### src/rtl/tpg_pkg.sv
package tpg_pkg;
  typedef enum logic [2:0] {
    SEL_LIVE   = 3'b000,
    SEL_ZERO   = 3'b001,
    SEL_ONES   = 3'b010,
    SEL_CHECK  = 3'b011,
    SEL_RAMP   = 3'b100,
    SEL_CUSTOM = 3'b101,
    SEL_RSV6   = 3'b110,
    SEL_RSV7   = 3'b111
  } tpg_sel_e;
endpackage

### src/rtl/tpg_ramp.sv
module tpg_ramp #(
  parameter int W = 16
) (
  input  logic         clk,
  input  logic         rst,
  input  logic         step,
  input  logic         restart,
  output logic [W-1:0] word
);
  logic [W-1:0] cnt_q;

  // word presented for the current sample; a restart overrides the count
  assign word = restart ? '0 : cnt_q;

  always_ff @(posedge clk) begin
    if (rst)       cnt_q <= '0;
    else if (step) cnt_q <= word + {{(W-1){1'b0}}, 1'b1};
  end
endmodule

### src/rtl/tpg_checker_word.sv
module tpg_checker_word #(
  parameter int W = 16
) (
  input  logic         clk,
  input  logic         rst,
  input  logic         step,
  input  logic         restart,
  output logic [W-1:0] word
);
  logic phase_q;
  logic phase_cur;

  assign phase_cur = restart ? 1'b0 : phase_q;

  // phase 0: odd bits set, even bits clear
  for (genvar i = 0; i < W; i++) begin : g_bit
    if (i % 2 == 1) begin : g_odd
      assign word[i] = ~phase_cur;
    end else begin : g_even
      assign word[i] = phase_cur;
    end
  end

  always_ff @(posedge clk) begin
    if (rst)       phase_q <= 1'b0;
    else if (step) phase_q <= ~phase_cur;
  end
endmodule

### src/rtl/tpg_select.sv
module tpg_select
  import tpg_pkg::*;
#(
  parameter int W  = 16,
  parameter int BW = 8
) (
  input  tpg_sel_e        sel,
  input  logic [W-1:0]    live,
  input  logic [W-1:0]    check_word,
  input  logic [W-1:0]    ramp_word,
  input  logic [BW-1:0]   byte_lo,
  input  logic [BW-1:0]   byte_hi,
  output logic [W-1:0]    word
);
  logic [W-1:0] custom_word;

  assign custom_word = {byte_hi, byte_lo};

  always_comb begin
    unique case (sel)
      SEL_ZERO:   word = '0;
      SEL_ONES:   word = '1;
      SEL_CHECK:  word = check_word;
      SEL_RAMP:   word = ramp_word;
      SEL_CUSTOM: word = custom_word;
      default:    word = live;
    endcase
  end
endmodule

### src/rtl/adc_pattern_gen.sv
module adc_pattern_gen
  import tpg_pkg::*;
#(
  parameter int BYTE_W = 8,
  parameter int SEL_W  = 3
) (
  input  logic                  clk,
  input  logic                  rst,
  input  logic [SEL_W-1:0]      mode_sel,
  input  logic [2*BYTE_W-1:0]   smp_data,
  input  logic                  smp_valid,
  input  logic [BYTE_W-1:0]     cust_lo,
  input  logic [BYTE_W-1:0]     cust_hi,
  output logic [2*BYTE_W-1:0]   out_data,
  output logic                  out_valid
);
  localparam int DW = 2 * BYTE_W;

  tpg_sel_e      sel_e;
  tpg_sel_e      last_sel_q;
  logic          fresh;
  logic [DW-1:0] ramp_word;
  logic [DW-1:0] check_word;
  logic [DW-1:0] next_word;

  assign sel_e = tpg_sel_e'(mode_sel);
  assign fresh = (sel_e != last_sel_q);

  tpg_ramp #(.W(DW)) i_ramp (
    .clk     (clk),
    .rst     (rst),
    .step    (smp_valid && (sel_e == SEL_RAMP)),
    .restart (fresh),
    .word    (ramp_word)
  );

  tpg_checker_word #(.W(DW)) i_check (
    .clk     (clk),
    .rst     (rst),
    .step    (smp_valid && (sel_e == SEL_CHECK)),
    .restart (fresh),
    .word    (check_word)
  );

  tpg_select #(.W(DW), .BW(BYTE_W)) i_sel (
    .sel        (sel_e),
    .live       (smp_data),
    .check_word (check_word),
    .ramp_word  (ramp_word),
    .byte_lo    (cust_lo),
    .byte_hi    (cust_hi),
    .word       (next_word)
  );

  always_ff @(posedge clk) begin
    if (rst) begin
      last_sel_q <= SEL_LIVE;
      out_data   <= '0;
      out_valid  <= 1'b0;
    end else begin
      out_valid <= smp_valid;
      if (smp_valid) begin
        last_sel_q <= sel_e;
        out_data   <= next_word;
      end
    end
  end
endmodule

### config.mk
export PLATFORM = sky130hd
export DESIGN_NAME = adc_pattern_gen
export DESIGN_NICKNAME = d
export VERILOG_FILES = /design/src/rtl/tpg_pkg.sv /design/src/rtl/tpg_ramp.sv /design/src/rtl/tpg_checker_word.sv /design/src/rtl/tpg_select.sv /design/src/rtl/adc_pattern_gen.sv
export SDC_FILE = /design/constraint.sdc
export NUM_CORES = 1
export LEC_CHECK = 0
export BUFFER_PORTS_ARGS = -buffer_cell sky130_fd_sc_hd__buf_2
export CAP_MARGIN = 20
export CORE_AREA = 2 2 62 93
export CTS_CLUSTER_DIAMETER = 50
export DETAILED_ROUTE_END_ITERATION = 6
export DIE_AREA = 0 0 64 95
export GPL_TIMING_DRIVEN = 0
export PLACE_DENSITY = 0.74
export SLEW_MARGIN = 30
export SYNTH_ARGS = -nofsm -noshare
export SYNTH_HDL_FRONTEND = slang
export SYNTH_HIERARCHICAL = 1
export SYNTH_SLANG_ARGS = --single-unit
export TNS_END_PERCENT = 10
### constraint.sdc
create_clock -name clk -period 2.3 [get_ports clk]
set_input_delay 0.23 -clock clk [delete_from_list [all_inputs] [get_ports clk]]
set_output_delay 0.23 -clock clk [all_outputs]
set_load 0.005 [all_outputs]
# Word-level counts from Yosys, hierarchy flattened
# Index checks and enable logic that the tools add are counted.
[totals]
register_bits = 37
input_bits = 38
out_inout_bits = 17
[classes]
addsub = 1
n_eq_ne = 6
mux = 3
bitwise = 1
n_reduce_logical = 2
[op_table]
columns = ["op", "count"]
rows = [
  ["$pmux W16 S5", 1],
  ["$add A16 B1 Y16 const B", 1],
  ["$mux W16", 1],
  ["$eq A3 B2 Y1 const B", 2],
  ["$eq A3 B3 Y1 const B", 2],
  ["$eq A3 B1 Y1 const B", 1],
  ["$ne A3 B3 Y1", 1],
  ["$logic_and A1 B1 Y1", 2],
  ["$mux W1", 1],
  ["$not A1 Y1", 1],
]

# Logic depth before layout (Yosys ltp)
# Gate-level depths: netlist of run 1.
[logic_depth]
word_depth = 4
ltp_mapped = 10
mapped_depth_nobuf = 9

# Modules after synthesis
# Netlist of run 1, hierarchy kept.
[modules_own_cells]
columns = ["mod", "instances", "cells_per_inst", "area_per_inst_um2", "seq_area_each_um2"]
rows = [
  ["tpg_ramp", 1, 116, 953.4, 320.3],
  ["adc_pattern_gen", 1, 70, 753.2, 400.4],
  ["tpg_select", 1, 113, 628.1, 0.0],
  ["tpg_checker_word", 1, 21, 167.7, 20.0],
]

# Worst setup path before layout of run 1
# OpenSTA, ideal clock, no wires.
[synth_path]
path_type = "reg-to-reg"
start = "register last_sel_q[2]"
end = "register i_ramp.cnt_q[14]"
setup_ps = 128
arrival_ps = 2180
setup_slack_ps = -8
stages_incl_launch_ff = 11
path_buffers = 2
synth_period_minus_slack_ps = 2308
path_cell_list = "dfxtp_1 > xnor2_1 > nand3_1 > clkbuf_1 > clkbuf_1 > nor2b_1 > ha_1 > nand4_2 > nor4_2 > xor2_1 > nor2_1"
[synth_between]
elab_chain_len = 3
[synth_rtl]
columns = ["element", "line_no", "rtl"]
rows = [
  ["from (decl)", "adc_pattern_gen.sv:20", "tpg_sel_e last_sel_q;"],
  ["from (signal assigned)", "adc_pattern_gen.sv:63", "last_sel_q <= sel_e;"],
  ["$ne A3 B3 Y1", "adc_pattern_gen.sv:27", "assign fresh = (sel_e != last_sel_q);"],
  ["via fresh", "adc_pattern_gen.sv:21", "logic fresh;"],
  ["$mux W16", "tpg_ramp.sv:13", "assign word = restart ? '0 : cnt_q;"],
  ["via ramp_word[1]", "adc_pattern_gen.sv:22", "logic [DW-1:0] ramp_word;"],
  ["$add A16 B1 Y16", "tpg_ramp.sv:17", "else if (step) cnt_q <= word + {{(W-1){1'b0}}, 1'b1};"],
  ["to (signal assigned)", "tpg_ramp.sv:17", ""],
  ["to (decl)", "tpg_ramp.sv:10", "logic [W-1:0] cnt_q;"],
]
# The timed path passes the listed nets, and every way through them passes these cells.
# A chain may end at the register's enable or synchronous reset.

# Worst setup path after layout of run 1
[layout_path]
start = "register last_sel_q[2]"
end = "register out_data[12]"
[layout_between]
elab_chain_len = 3
[layout_rtl]
columns = ["element", "line_no", "rtl"]
rows = [
  ["$ne A3 B3 Y1", "adc_pattern_gen.sv:27", ""],
  ["via fresh", "adc_pattern_gen.sv:21", ""],
  ["$mux W1", "tpg_checker_word.sv:13", "assign phase_cur = restart ? 1'b0 : phase_q;"],
  ["via i_check.phase_cur", "tpg_checker_word.sv:11", "logic phase_cur;"],
  ["$pmux W16 S5", "tpg_select.sv:20", "unique case (sel)"],
  ["via next_word[12]", "adc_pattern_gen.sv:24", "logic [DW-1:0] next_word;"],
  ["to (signal assigned)", "adc_pattern_gen.sv:64", "out_data <= next_word;"],
  ["to (decl)", "adc_pattern_gen.sv:14", "output logic [2*BYTE_W-1:0] out_data,"],
]
# The timed path passes the listed nets, and every way through them passes these cells.

==> impl_metrics.json, run 1 <==
{
  "outcome": "finished clean",
  "hold_viol_final": 0,
  "drt_iter0_markers": 100,
  "crit_buf_inv": 2,
  "swShare": 0.272,
  "vias_per_cell": 5.51,
  "hp-class": "in2reg",
  "firstDrtPassIters": 6,
  "leakagePower_nw": 1.36,
  "required_ns": 2.53,
  "fmax_mhz": 460,
  "vias": 2491,
  "fin_crit_ns": 2.17,
  "first_global_vias": 2384,
  "cpMaxStageDelayCell": "dfxtp_1",
  "die-height_um": 95,
  "setup_viol": 0,
  "layout-drive-gt1-share": 0.291,
  "grt_util_all_layers": 0.225,
  "end_kind": "register",
  "cts.sinks": 37,
  "synth_cells": 320,
  "path_cells": "xnor2_2, nand3_2, buf_4, and2b_4, buf_4, nand2_1, and3_1, nor3_1, mux2i_1, nor2_1",
  "place.detailed.hpwl_um": 5040,
  "gr-total-overflow": 0,
  "synthFlopType": "dfxtp_1",
  "worstPathArrival_ns": 2.40,
  "pwr-share-clk": 0.320,
  "dieArea_um2": 6080,
  "die_x_um": 64,
  "critPathMaxFanout": 11,
  "intPower_w": 0.00104,
  "start_kind": "register",
  "final_core_util": 0.568,
  "p_sw_w": 0.000388,
  "wirelength_um": 6780,
  "power_density_nw_per_um2": 471,
  "num_antenna_cells": 0,
  "wl_per_cell_um": 15.0,
  "slew_viol_final": 0,
  "maxCapViolCount": 0,
  "peakVddDrop_uv": 248,
  "slowest_delay_ns": 0.39,
  "gp_congestion": 0.816,
  "ioPinCount": 55,
  "yosysWarnings": 6,
  "async_reset_ff_frac": 0,
  "antenna_found_initial": 0,
  "syn_nets": 359,
  "seq_power_share": 0.479,
  "cts_tree": "done",
  "place_inst": 444,
  "num_rows": 33,
  "relSlewSlack": 0.635,
  "floorplan.initialDensity": 0.470,
  "drc_errors": 0,
  "yosys.cell_types.count": 44,
  "syn_avg_cell_area_um2": 7.82,
  "min_period_over_period": 0.944,
  "nets": 421,
  "place_ws_ns": -0.642,
  "crit_top_cell": "buf_4",
  "mappedNetlistArea_um2": 2500,
  "fin_ws_ns": 0.128,
  "grt_max_degree": 12,
  "synth-edff-count": 0,
  "synth-seq-cells": 37,
  "grt_pass1_wl_um": 10800,
  "seq_area_frac_synth": 0.296,
  "cts_root_buf": "clkbuf_8",
  "final-instance-count-excl-fill": 452,
  "critPathTopFamily": "simple AND/OR/NAND/NOR gates",
  "core_area_um2": 5330,
  "path_class": "reg2reg",
  "cts_buffer_depth": 2,
  "h-tree-depth": 2,
  "ant_nets": 0,
  "syn_to_final_growth_pct": 20.9,
  "clk_pin_slew_worst_paths_ns": 0.07,
  "skew_ns": 0.00778,
  "worst_pin_slew_ns": 0.547,
  "cts_buffers": 5,
  "insertion_delay_ns": 0.29,
  "comb_power_share": 0.201,
  "io_buffers": 54,
  "rsz0062_at_grt": "false"
}
timing repair:
item | in CTS | in global routing
endpoints found under the setup margin | 6 | 8
pin swaps | 2 | 4
cloned | 0 | 0
hold buffers | 0 | 0
gates resized for setup | 8 | 8
setup buffers | 1 | 0
endpoints found under the hold margin | 0 | 0
routing by layer:
layer  vias up  share of wire  track usage
li1       1232              -            -
met1      1145           0.39        0.235
met2        93           0.53        0.439
met3        21          0.041       0.0274
met4         0          0.034       0.0996
met5         -              0            0
Yosys cell counts (2+ instances only):
| cell type | number | share of area |
|---|---|---|
| a21oi_1 | 8 | 0.016 |
| a31o_1 | 3 | 0.011 |
| and3_1 | 19 | 0.047 |
| and4b_1 | 2 | 0.0080 |
| buf_2 | 6 | 0.012 |
| buf_4 | 16 | 0.048 |
| buf_6 | 4 | 0.018 |
| clkbuf_1 | 10 | 0.015 |
| dfxtp_1 | 37 | 0.30 |
| inv_1 | 3 | 0.0045 |
| mux2i_1 | 20 | 0.080 |
| nand2_1 | 31 | 0.046 |
| nand2b_1 | 3 | 0.0075 |
| nand3_1 | 2 | 0.0040 |
| nand4_1 | 3 | 0.0075 |
| nand4_2 | 2 | 0.010 |
| nand4b_1 | 2 | 0.0070 |
| nor2_1 | 48 | 0.072 |
| nor2_2 | 2 | 0.0050 |
| nor2b_1 | 17 | 0.042 |
| nor3_1 | 18 | 0.036 |
| nor3_2 | 2 | 0.0080 |
| nor4_2 | 2 | 0.010 |
| o21ai_0 | 19 | 0.038 |
| o32ai_1 | 16 | 0.056 |
| xnor2_1 | 3 | 0.011 |
| xor2_1 | 5 | 0.017 |
registers in the layout (all words and copies together) (netlist names):
signal	cells
last_sel_q	3
out_data	16
i_check/phase_q	1
out_valid	1
i_ramp/cnt_q	16
per-stage QoR:
stage	setup TNS [ns]	cell area (µm²)	total power [W]	hold WS (ns)
after detailed placement	-4.07	2860	0.000973	0.480
after CTS	0	3000	0.00144	0.237
after global routing	0	3030	0.00150	0.245
after floorplan	0	2500	0.000863	0.299
after global placement	-4.39	2860	0.000969	0.471
final	0	3030	0.00143	0.249
power groups by stage:
stage,logic (W),clock network (W),registers [W]
after global routing,0.000314,0.000499,0.000686
after global placement,0.000273,0,0.000696
after floorplan,0.000164,0,0.000699
after CTS,0.000282,0.000479,0.000682
after detailed placement,0.000276,0,0.000697
final,0.000287,0.000456,0.000683
cells by family (layout without fill, tap and decap cells):
family	Yosys count	in the layout	synth area share
adders and majority gates	1	1	0.00500
AOI/OAI and AO/OA	51	51	0.137
buffers and inverters	41	103	0.105
xor gates and xnor gates	8	8	0.0280
and+or+nand+nor	162	162	0.349
DFF	37	37	0.296
muxes	20	20	0.0800
layout make-up:
| class | instances | area [µm²] |
|---|---|---|
| buffer | 38 | 258 |
| fill | 489 | 2300 |
| clock buffer | 7 | 86.3 |
| tap | 70 | 87.6 |
| multi-input combinational | 242 | 1560 |
| inverter | 3 | 15.0 |
| timing repair buffer | 55 | 278 |
| sequential | 37 | 741 |
path summary, 6_finish.rpt:
path / from / endpoint / slack [ns] / cells after the start
worst max-delay path: last_sel_q[2] / out_data[12] / 0.13 / 10
worst min-delay path: rst / i_ramp/cnt_q[9] / 0.25 / 2
worst max register to register: last_sel_q[2] / out_data[12] / 0.13 / 10
worst min register to register: out_data[15] / out_data[15] / 0.49 / 2
placed cells by master, fill, tap and decap left out, types with 4 or more instances in the layout:
cell and n:
mux2i_1 20, nor3_1 17, nor2_1 48, clkbuf_1 9, buf_6 4, o32ai_1 16
clkbuf_8 6, buf_2 61, and3_1 19, a21oi_1 8, dfxtp_1 37, o21ai_0 19
xor2_1 5, buf_4 18, nor2b_1 16, nand2_1 31
No activity file was read; power rests on OpenSTA's default activity.
==> inputs of run 2 (changes only) <==
Settings changed: ABC_AREA from default to 1, CORE_AREA 2 2 62 93 to 2 2 63 94, DIE_AREA 0 0 64 95 to 0 0 65 96, PLACE_DENSITY 0.74 to 0.75.
==> impl_metrics.json, run 2 <==
{
  "wl_per_cell_um": 11.9,
  "rr_worst_depth": 12,
  "setup_viol": 0,
  "synth_area_leaders": "dfxtp_1 28%, nor2_1 12%, nand2_1 11%",
  "end_kind": "register",
  "fmax_mhz": 478,
  "antenna_found_initial": 0,
  "vias": 2851,
  "path_cells": "xnor2_1, nand3_2, buf_4, nor2_2, ha_2, nand2_1, nor2_2, nand2_2, nor2_4, nand2_1, o21ai_1, nor2_1",
  "synth_top_area_frac": 0.281,
  "worst_pin_slew_ns": 0.434,
  "setup.worst_path.start": "last_sel_q[2]",
  "cts.sinks": 37,
  "grt_pass1_wl_um": 11300,
  "p_sw_w": 0.000415,
  "intPower_w": 0.000989,
  "core_area_um2": 5410,
  "synth-seq-cells": 37,
  "leakagePower_nw": 1.60,
  "finalSetupTns_ns": 0,
  "floorplan.initialDensity": 0.488,
  "slew_viol_final": 0,
  "nFillCells": 544,
  "maxCapViolCount": 0,
  "fin_crit_ns": 2.09,
  "reg2reg_from": "last_sel_q[2]",
  "peakVddDrop_uv": 272,
  "seq_area_frac_synth": 0.281,
  "first_global_vias": 2697,
  "die_x_um": 65,
  "yosys.cell_types.count": 27,
  "rsz0062_at_grt": "false",
  "insertion_delay_ns": 0.30,
  "ant_nets": 0,
  "yosysWarnings": 6,
  "num_rows": 33,
  "crit_buf_inv": 1,
  "required_ns": 2.49,
  "yosysMostFrequentCell": "nor2_1",
  "critPathMaxFanout": 10,
  "mappedNetlistArea_um2": 2640,
  "crit_end": "i_ramp/cnt_q[10]",
  "grt_max_degree": 12,
  "critPathTopFamily": "simple AND/OR/NAND/NOR gates",
  "hold_buffers": 0,
  "outcome": "finished clean",
  "start_kind": "register",
  "yosysTopAreaCell": "dfxtp_1",
  "swShare": 0.295,
  "vias_per_cell": 5.05,
  "cts_buffer_depth": 2,
  "place.detailed.hpwl_um": 5290,
  "power_density_nw_per_um2": 453,
  "die-height_um": 96,
  "wirelength_um": 6730,
  "ioPinCount": 55,
  "path_class": "reg2reg",
  "total_power_w": 0.00140,
  "cpMaxStageDelayCell": "dfxtp_1",
  "synth_cells": 432,
  "layout_common_cells": "82 x nor2_1, 77 x nand2_1, 61 x buf_2",
  "synth-edff-count": 0,
  "async_reset_ff_frac": 0,
  "syn_nets": 471,
  "pwr-share-clk": 0.322,
  "top_regs": "i_ramp/cnt_q: 16 flops, out_data: 16 flops, last_sel_q: 3 flops",
  "grt_util_all_layers": 0.231,
  "h-tree-depth": 2,
  "relSlewSlack": 0.711,
  "min_period_over_period": 0.910,
  "final_core_util": 0.573,
  "timing.rr.end": "i_ramp/cnt_q[10]",
  "cts_tree": "done",
  "cp_num_cells": 12,
  "skew_ns": 0.00713,
  "gp_congestion": 0.885,
  "dieArea_um2": 6240,
  "hold_ws_ns": 0.225,
  "comb_power_share": 0.194,
  "hold_viol_final": 0,
  "syn_to_final_growth_pct": 17.3,
  "clk_pin_slew_worst_paths_ns": 0.08,
  "gr-total-overflow": 0,
  "num_antenna_cells": 0,
  "worstPathArrival_ns": 2.28,
  "cts_root_buf": "clkbuf_8",
  "drt_iter0_markers": 140,
  "syn_avg_cell_area_um2": 6.11,
  "slowest_delay_ns": 0.32,
  "layout-drive-gt1-share": 0.239,
  "cts_buffers": 5,
  "hp-class": "in2reg",
  "final_common_cell": "nor2_1",
  "firstDrtPassIters": 4,
  "synthFlopType": "dfxtp_1",
  "r2r_slack_ns": 0.21,
  "io_buffers": 53,
  "seq_power_share": 0.484,
  "drc_errors": 0,
  "nets": 532,
  "synthTopCellsByCount": "83 x nor2_1, 77 x nand2_1, 51 x inv_1, 40 x nand3_1, 37 x dfxtp_1"
}
## run 2: worst min path at each step
stage,start,end,cells after the start
floorplan,rst,i_ramp/cnt_q[3],1
global placement,i_ramp/cnt_q[1],i_ramp/cnt_q[1],2
detailed placement,out_data[1],out_data[1],2
CTS,smp_valid,out_data[1],3
global route,smp_valid,out_data[1],3
finish,smp_valid,out_data[1],3
## run 2: layout make-up
class	count	area, µm²	area share
clock buffer	6	72.6	0.0234
tap	70	87.6	0.0283
inverter	57	214	0.0691
timing repair buffer	54	273	0.0881
multi-input combinational	301	1440	0.465
clock inverter	2	10.0	0.00323
sequential	37	741	0.239
buffer	37	258	0.0832
## run 2: timing repair
item | CTS | global route
resized for setup | 2 | 5
pin swaps | 0 | 2
setup endpoints to repair | 4 | 4
hold endpoints to repair | 0 | 0
setup buffers | 0 | 1
## run 2: cell families (layout without fill, tap and decap cells)
kind of cell    Yosys count  in the layout  synth area share
simple gates            242            242             0.415
xor+xnor                  4              4            0.0161
compound gates           54             54             0.106
flops                    37             37             0.281
buf+inv                  94            156             0.177
fa+ha+maj                 1              1           0.00474
## run 2: power by group through the flow
stage,registers [W],clock network (W),logic [W]
finish,0.000679,0.000452,0.000272
global route,0.000682,0.000494,0.000307
CTS,0.000679,0.000463,0.000270
detailed placement,0.000695,0,0.000267
global placement,0.000693,0,0.000264
floorplan,0.000696,0,0.000166
## run 2: through the flow
stage	setup slack, ns	std cells	instance area (µm²)
floorplan	0.381	432	2640
global placement	-0.141	555	2990
detailed placement	-0.187	555	2990
CTS	0.0551	563	3080
global route	0.0124	564	3100
finish	0.206	564	3100
## run 2: per-layer routing
layer  track usage  vias to the layer above  share of wire
li1              -                     1480              -
met1         0.233                     1275           0.40
met2         0.451                       82           0.53
met3        0.0468                       14          0.055
met4        0.0957                        0          0.022
met5             0                        -              0
## run 2: worst reg2reg max path, cell delays in order, from the launching register on
cell and delay (ns):
dfxtp_1 0.32, xnor2_1 0.18, nand3_2 0.14, buf_4 0.20
nor2_2 0.16, ha_2 0.23, nand2_1 0.07, nor2_2 0.12
nand2_2 0.09, nor2_4 0.21, nand2_1 0.07, o21ai_1 0.13
nor2_1 0.05
